==> config.mk <==
export PLATFORM = sky130hd
export DESIGN_NAME = irq_chain_requester
export DESIGN_NICKNAME = d
export VERILOG_FILES = /design/src/rtl/irq_pkg.sv /design/src/rtl/irq_channel.sv /design/src/rtl/irq_grant.sv /design/src/rtl/irq_chain_requester.sv
export SDC_FILE = /design/constraint.sdc
export NUM_CORES = 1
export LEC_CHECK = 0
export CORE_AREA = 4 4 42 44
export CTS_CLUSTER_DIAMETER = 60
export CTS_CLUSTER_SIZE = 16
export DETAILED_ROUTE_END_ITERATION = 6
export DIE_AREA = 0 0 46 48
export DONT_BUFFER_PORTS = 1
export GPL_ROUTABILITY_DRIVEN = 0
export SKIP_CTS_REPAIR_TIMING = 1
export SYNTH_ARGS = -nofsm -noshare
export SYNTH_HDL_FRONTEND = slang
export SYNTH_SLANG_ARGS = --single-unit
export TNS_END_PERCENT = 5
==> constraint.sdc <==
create_clock -name clk -period 2.45 [get_ports clk]
set_input_delay 0.1225 -clock clk [delete_from_list [all_inputs] [get_ports clk]]
set_output_delay 0.1225 -clock clk [all_outputs]
set_load 0.005 [all_outputs]
==> src/rtl/irq_pkg.sv <==
package irq_pkg;
  localparam int N_CH = 2;
  typedef enum logic [1:0] {
    GS_IDLE   = 2'd0,
    GS_TAKEN  = 2'd1,
    GS_PASSED = 2'd2
  } gnt_state_e;
endpackage

==> src/rtl/irq_channel.sv <==
module irq_channel (
  input  logic clk,
  input  logic rst,
  input  logic en_we,
  input  logic en_d,
  input  logic req_in,
  input  logic take_clr,
  output logic enable,
  output logic pending
);
  logic req_q;
  logic req_edge;

  assign req_edge = req_in & ~req_q & enable;

  always_ff @(posedge clk) begin
    if (rst) begin
      enable  <= 1'b0;
      req_q   <= 1'b0;
      pending <= 1'b0;
    end else begin
      req_q <= req_in;
      if (en_we) enable <= en_d;
      // cancel by disable wins, then a fresh edge, then service clear
      if (en_we && !en_d)  pending <= 1'b0;
      else if (req_edge)   pending <= 1'b1;
      else if (take_clr)   pending <= 1'b0;
    end
  end
endmodule

==> src/rtl/irq_grant.sv <==
module irq_grant
  import irq_pkg::*;
#(
  parameter int VEC_W = 9
) (
  input  logic             clk,
  input  logic             rst,
  input  logic             grant_in,
  input  logic [N_CH-1:0]  pend,
  input  logic [VEC_W-4:0] jumper,
  output logic [N_CH-1:0]  take_clr,
  output logic             grant_out,
  output logic             vec_reply,
  output logic [VEC_W-1:0] vec_out
);
  gnt_state_e       state;
  logic [VEC_W-1:0] vec_q;
  logic             start;
  logic             take;
  logic             pick_b;

  assign start  = (state == GS_IDLE) && grant_in;
  assign take   = start && (|pend);
  assign pick_b = ~pend[0];

  always_comb begin
    take_clr = '0;
    if (take) begin
      if (pick_b) take_clr[1] = 1'b1;
      else        take_clr[0] = 1'b1;
    end
  end

  always_ff @(posedge clk) begin
    if (rst) begin
      state <= GS_IDLE;
      vec_q <= '0;
    end else begin
      case (state)
        GS_IDLE: begin
          if (take) begin
            state <= GS_TAKEN;
            vec_q <= {jumper, pick_b, 2'b00};
          end else if (start) begin
            state <= GS_PASSED;
          end
        end
        default: begin
          if (!grant_in) begin
            state <= GS_IDLE;
            vec_q <= '0;
          end
        end
      endcase
    end
  end

  assign vec_reply = (state == GS_TAKEN);
  assign grant_out = (state == GS_PASSED);
  assign vec_out   = vec_q;
endmodule

==> src/rtl/irq_chain_requester.sv <==
module irq_chain_requester
  import irq_pkg::*;
#(
  parameter int VEC_W = 9
) (
  input  logic             clk,
  input  logic             rst,
  input  logic             en_wr,
  input  logic [1:0]       en_wdata,
  input  logic             req_a,
  input  logic             req_b,
  input  logic [VEC_W-4:0] vec_jumper,
  input  logic             grant_in,
  output logic             bus_req,
  output logic             grant_out,
  output logic             vec_reply,
  output logic [VEC_W-1:0] vec_out,
  output logic [1:0]       en_status
);
  logic [N_CH-1:0] req_vec;
  logic [N_CH-1:0] pend;
  logic [N_CH-1:0] clr;

  assign req_vec = {req_b, req_a};

  for (genvar ch = 0; ch < N_CH; ch++) begin : g_ch
    irq_channel u_ch (
      .clk      (clk),
      .rst      (rst),
      .en_we    (en_wr),
      .en_d     (en_wdata[ch]),
      .req_in   (req_vec[ch]),
      .take_clr (clr[ch]),
      .enable   (en_status[ch]),
      .pending  (pend[ch])
    );
  end

  irq_grant #(.VEC_W(VEC_W)) u_grant (
    .clk       (clk),
    .rst       (rst),
    .grant_in  (grant_in),
    .pend      (pend),
    .jumper    (vec_jumper),
    .take_clr  (clr),
    .grant_out (grant_out),
    .vec_reply (vec_reply),
    .vec_out   (vec_out)
  );

  assign bus_req = |pend;
endmodule

==> flow_summary.toml, run 1 <==
[status]
outcome = "complete, no violations"

[final_layout]
fin_nets = 95
final_util_pct = 51.8
fill_cells = 143
multiInputGateArea_um2 = 299
layout_commonest_cell = "dfxtp_1"
final_cell_mix = "dfxtp_1, inv_1, nand2b_1"
seqCellArea_um2 = 300
finalInstanceArea_um2 = 744
antennaDiodeCount = 0
area_growth_pct = 10.2
drive_above_1_share_pct = 10.3

[timing]
grt_setup_unrepaired = "false"
period_minus_slack_ps = 1660
relSlewSlack_pct = 60.7
setup_viol = 0
worst_slew_pin_slew_ps = 590
clock.fmax_mhz = 603
finalCritPeriodShare_pct = 67.7
hold_violations = 0
skew_ps = 1.55
slew_violations = 0
fin_tns_setup_ps = 0

[critical_path]
reg2reg_depth = 5
r2r_setup_slack_ps = 790
critPathBufInv = 0
path_max_fanout = 7
r2r_end = "u_grant.vec_out[2]$_SDFFE_PP0P_"
crit_path_end_kind = "register"
criticalPathCategory = "register to register"
crit_required_ps = 2590
path_cells = "nor2_4 -> ha_1 -> o21ai_0 -> a21oi_1 -> o32ai_2"
critPathLaunchType = "register"
slowest_stage = "a21oi_1"
cpPeakStageDelay_ps = 520
r2r-start = "u_grant.state[0]$_SDFFE_PP0P_"
arrival_ps = 1800
cpLargestDelayFamily = "compound AO/OA/AOI/OAI gates"

[logic_synthesis]
async_reset_ff_share_pct = 0
yosys.area_share.simple_pct = 21.1
synth_top_family_by_area = "simple AND/OR/NAND/NOR gates"
yosys_register_bits = 15
netlist_area_um2 = 676
yosys_warnings = 0
synth_mux_area_share_pct = 1.48
synth_xor_area_share_pct = 0
synth-edff-count = 0
avgSynthCellArea_um2 = 9.13
netlist_top_cells_area = "dfxtp_1, o32ai_1, nand2b_1"
synth_flop_cell = "dfxtp_1"
yosys.area.top_type = "dfxtp_1"
ys_seq_area_share_pct = 44.4
synth_compound_gate_area_share_pct = 16.9
yosysUniqueCellTypes = 27
yosys.area.top_type_share_pct = 44.4
synthCells = 74
synthAdderAreaFrac_pct = 3.70

[floorplanning]
die_area_um2 = 2210
die_w_um = 46
fp-row-count = 14
pin_count = 28
fp.coreArea_um2 = 1440
die_h_um = 48
initial_utilization_pct = 47.0

[cts]
root_buffer = "clkbuf_4"
cts_htree_levels = 1
insertion_delay_ps = 280
cts-buffers-inserted = 3
clock_sinks = 15
cts_tree = "yes"
ctsLongestPathBuffers = 2
clkSlewWorstSetupHoldPaths_ps = 90

[power]
finalPower_w = 0.000486
ir_worst_vdd_mv = 0.365
p_leak_nw = 0.283
powerDensity_nw_per_um2 = 653

[place]
dp_hpwl_um = 852
io_buffers = 0
place_area_um2 = 657

[route]
drtIter0Drc = 7
wire_per_inst_um = 12.8
vias = 501
route.detailed.drc = 0
dr.pass1.iters = 4
wirelength_um = 1210
vias_per_cell = 5.33
final_antenna_net_count = 0

[grt]
grt.total_usage_pct = 11.8
gr-total-overflow = 0
grt_max_degree = 23
first_global_vias = 455
antenna_found_initial = 0
grt_pass1_wl_um = 1850

[flow_run]
max_cap_violations = 0

[worst_hold_path]
hp-class = "primary input to register"
whs_endpoint = "u_grant.vec_out[6]$_SDFFE_PP0P_"
hold_depth = 2
holdCritStartpoint = "vec_jumper[3]"
-- cell usage after synthesis (all sizes together) (2+ instances only) --
| master | number |
|---|---|
| nor3 | 3 |
| o32ai | 7 |
| o21ai | 2 |
| nor2b | 4 |
| nor2 | 4 |
| nand2b | 7 |
| inv | 10 |
| dfxtp | 15 |
| a21oi | 2 |
| ha | 2 |
| buf | 4 |
| clkbuf | 3 |
-- power breakdown --
group	switching, W	total [W]	internal, W	leakage (nW)
Sequential	0.0000117	0.000267	0.000255	0.122
Clock	0.0000800	0.000140	0.0000605	0.0177
Combinational	0.0000433	0.0000789	0.0000356	0.143
Total	0.000135	0.000486	0.000351	0.283
-- worst max-delay path by stage --
stage	start	endpoint	slack, ps	cells after the start
after floorplan	u_grant.state[0]$_SDFFE_PP0P_	u_grant.vec_out[2]$_SDFFE_PP0P_	980	6
after global placement	u_grant.state[0]$_SDFFE_PP0P_	u_grant.vec_out[2]$_SDFFE_PP0P_	840	5
after detailed placement	u_grant.state[0]$_SDFFE_PP0P_	u_grant.vec_out[2]$_SDFFE_PP0P_	810	5
after CTS	u_grant.state[0]$_SDFFE_PP0P_	u_grant.vec_out[2]$_SDFFE_PP0P_	790	5
after global routing	u_grant.state[0]$_SDFFE_PP0P_	u_grant.vec_out[2]$_SDFFE_PP0P_	590	5
final	u_grant.state[0]$_SDFFE_PP0P_	u_grant.vec_out[2]$_SDFFE_PP0P_	790	5
-- through the flow --
step / cells / setup slack [ps] / hold WS [ps]
floorplan: 75 / 979 / 234
global placement: 84 / 843 / 196
detailed placement: 84 / 808 / 197
CTS: 88 / 787 / -110
global route: 94 / 591 / 2.37
finish: 94 / 791 / 0.992
-- metal layers --
layer	track usage [%]	vias up	wire, µm
li1	-	253	-
met1	13.8	226	530
met2	18.1	20	554
met3	4.89	2	109
met4	6.82	0	10
met5	0	-	0
-- registers in the layout (all words and copies together), names as in the netlist --
name,cells
g_ch.u_ch.enable,2
u_grant.vec_out,7
g_ch.u_ch.req_q,2
g_ch.u_ch.pending,2
u_grant.state,2
-- kinds of logic after synthesis --
| group | Yosys count |
|---|---|
| compound gates | 14 |
| buf+inv | 17 |
| flops | 15 |
| simple gates | 24 |
| fa+ha+maj | 2 |
| mux | 1 |
| other cells | 1 |
-- area by class of cell --
type	count	area share, %
Inverter	10	5.04
Timing Repair Buffer	6	8.07
Sequential cell	15	40.3
Clock buffer	3	3.03
Multi-Input combinational cell	43	40.2
Clock inverter	1	0.672
Tap cell	16	2.69
Power figures use the tool's default switching activity.
==> run 2, diff against run 1 <==
ABC_AREA = 1   (was default)
CORE_AREA = 4 4 44 46   (was 4 4 42 44)
DIE_AREA = 0 0 48 50   (was 0 0 46 48)
clock period = 1.35 ns   (was 2.45 ns; I/O delays follow)
==> run 2 against run 1 <==
  * Area after synthesis grew 8.9%
  * Sequential power rose to 2.7 times the previous value
  * Core utilization rose by 2.6 points
  * Power rose to 3.6 times the previous value
  * Critical endpoint is now u_grant.vec_out[4]$_SDFFE_PP0P_
  * Sequential share of layout area fell by 3.5 points
  * Worst hold slack worse by 3.8 ps
  * Non-clock buffer count is 1 higher
  * Clock power rose by 76%
  * Final cell count rose by 38%
  * The flow now finishes with violations (negative hold slack)
  * Critical path type unchanged
  * Worst setup slack worse by 690 ps
  * Highest routed layer unchanged
  * Clock skew grew 3.8 ps
  * Maximum frequency increased by 33%
==> flow_summary.toml, run 2 <==
[floorplanning]
initial_utilization_pct = 48.8
fp-row-count = 14
fp.coreArea_um2 = 1510
die_w_um = 48
die_area_um2 = 2400
pin_count = 28
die_h_um = 50

[timing]
setup_ws_ps = 105
finalCritPeriodShare_pct = 92.2
setup_viol = 0
skew_ps = 5.35
whs_ps = -2.81
hold_violations = 3
clock.fmax_mhz = 803
period_minus_slack_ps = 1250
slew_violations = 0
fin_tns_setup_ps = 0

[critical_path]
criticalPathCategory = "register to register"
critPathBufInv = 0
slowest_stage = "dfxtp_2"
cpMostUsedCell = "nor2_1"
arrival_ps = 1420
cpPeakStageDelay_ps = 360
reg2reg_depth = 7
path_max_fanout = 10
crit_required_ps = 1520
crit_path_end_kind = "register"
critPathLaunchType = "register"
path_cells = "nor2_4 -> ha_2 -> o21ai_2 -> nand2_4 -> nand2_8 -> nor2_1 -> nor2_1"
cpLargestDelayFamily = "simple AND/OR/NAND/NOR gates"
cp_num_cells = 7

[route]
vias = 605
wire_per_inst_um = 10.5
drtIter0Drc = 3
dr.pass1.iters = 2
final_antenna_net_count = 0
wl_met1_um = 605
wirelength_um = 1360
vias_per_cell = 4.65
top_layer = "met4"
wl_met2_um = 655
dr_wl_met3_um = 88
route.detailed.drc = 0

[cts]
cts-buffers-inserted = 3
insertion_delay_ps = 270
cts_htree_levels = 1
clkSlewWorstSetupHoldPaths_ps = 90
root_buffer = "clkbuf_4"
ctsLongestPathBuffers = 2
cts_tree = "yes"
clock_sinks = 15

[final_layout]
multiInputGateArea_um2 = 328
fill_cells = 162
fin_nets = 131
final_cell_mix = "nor2_1, inv_1, nand2_1"
antennaDiodeCount = 0
area_growth_pct = 11.4
drive_above_1_share_pct = 12.3
seqCellArea_um2 = 302
largest_reg_flops = 7
final_util_pct = 54.4
layout_commonest_cell = "nor2_1"
post_layout_nonfiller_instances = 130

[grt]
grt.total_usage_pct = 13.3
antenna_found_initial = 0
grt_pass1_wl_um = 2290
grt_max_degree = 12
first_global_vias = 527
gr-total-overflow = 0

[worst_hold_path]
hp-class = "primary input to register"
hold_depth = 3

[power]
powerDensity_nw_per_um2 = 2110
ir_worst_vdd_mv = 1.01
p_leak_nw = 0.419

[logic_synthesis]
yosys_warnings = 0
yosys.area.top_type = "dfxtp_1"
synth_flop_cell = "dfxtp_1"
yosys_register_bits = 15
avgSynthCellArea_um2 = 6.88
netlist_area_um2 = 736
synth-edff-count = 0
yosysUniqueCellTypes = 18
synthCells = 107
ys_seq_area_share_pct = 40.8
async_reset_ff_share_pct = 0
netlist_top_cells_area = "dfxtp_1, nor2_1, inv_1"
synth_most_common_cell = "nor2_1"
synth_common_cells = "nor2_1, inv_1, nand2_1, dfxtp_1, a21oi_1"
yosys.area.top_type_share_pct = 40.8

[place]
io_buffers = 0
preCtsSetupSlack_ps = 85.5
placed_cells = 120
dp_hpwl_um = 1030

[status]
failed_checks = "negative hold slack"
outcome = "finished with violations"

[flow_run]
max_cap_violations = 0
run 2: cell types whose count changed after synthesis, moves of 6 or more:
cell / change
nor2_1: +24
nand2_1: +16
inv_1: +9
nand2b_1: -7
o32ai_1: -6
run 2: tightest hold or removal path, stage by stage:
cell and delay (ps):
inv_2 60, nand2_1 80, nor2_1 30
run 2: per-layer routing:
metal | GRT usage [%] | vias to the layer above
met3 | 5.09 | 2
met2 | 18.7 | 17
met5 | 0 | -
met1 | 16.9 | 261
met4 | 6.73 | 0
li1 | - | 325
run 2: worst paths after layout:
kind | startpoint | to | slack, ps
worst min-delay path | rst | u_grant.vec_out[5]$_SDFFE_PP0P_ | -3
worst max register to register | u_grant.state[1]$_SDFFE_PP0P_ | u_grant.vec_out[4]$_SDFFE_PP0P_ | 100
worst min register to register | g_ch[1].u_ch.req_q$_SDFF_PP0_ | g_ch[1].u_ch.pending$_SDFFE_PP0P_ | 490
worst max-delay path | u_grant.state[1]$_SDFFE_PP0P_ | u_grant.vec_out[4]$_SDFFE_PP0P_ | 100
run 2: through the flow:
| stage | power (W) | instance area, µm² |
|---|---|---|
| floorplan | 0.00131 | 739 |
| global placement | 0.00144 | 732 |
| detailed placement | 0.00145 | 732 |
| CTS | 0.00171 | 758 |
| global route | 0.00193 | 820 |
| finish | 0.00173 | 820 |
run 2: area by class of cell:
type                            count  share of cell area [%]
Clock buffer                        4                    3.21
Tap cell                           16                    2.44
Inverter                           21                    9.62
Multi-Input combinational cell     67                    40.0
Sequential cell                    15                    36.8
Timing Repair Buffer                7                    7.94
run 2: power breakdown:
group,switching (W),internal (W)
sequential,0.000121,0.000591
clock,0.000133,0.000114
combinational,0.000465,0.000305
total,0.000719,0.00101
run 2: cell families after synthesis:
| logic type | after synthesis | share of synthesized area, % |
|---|---|---|
| and+or+nand+nor | 51 | 31.1 |
| buffers and inverters | 26 | 15.5 |
| DFF | 15 | 40.8 |
| AOI/OAI and AO/OA | 12 | 8.67 |
| adders and majority gates | 2 | 3.40 |
| other | 1 | 0.510 |
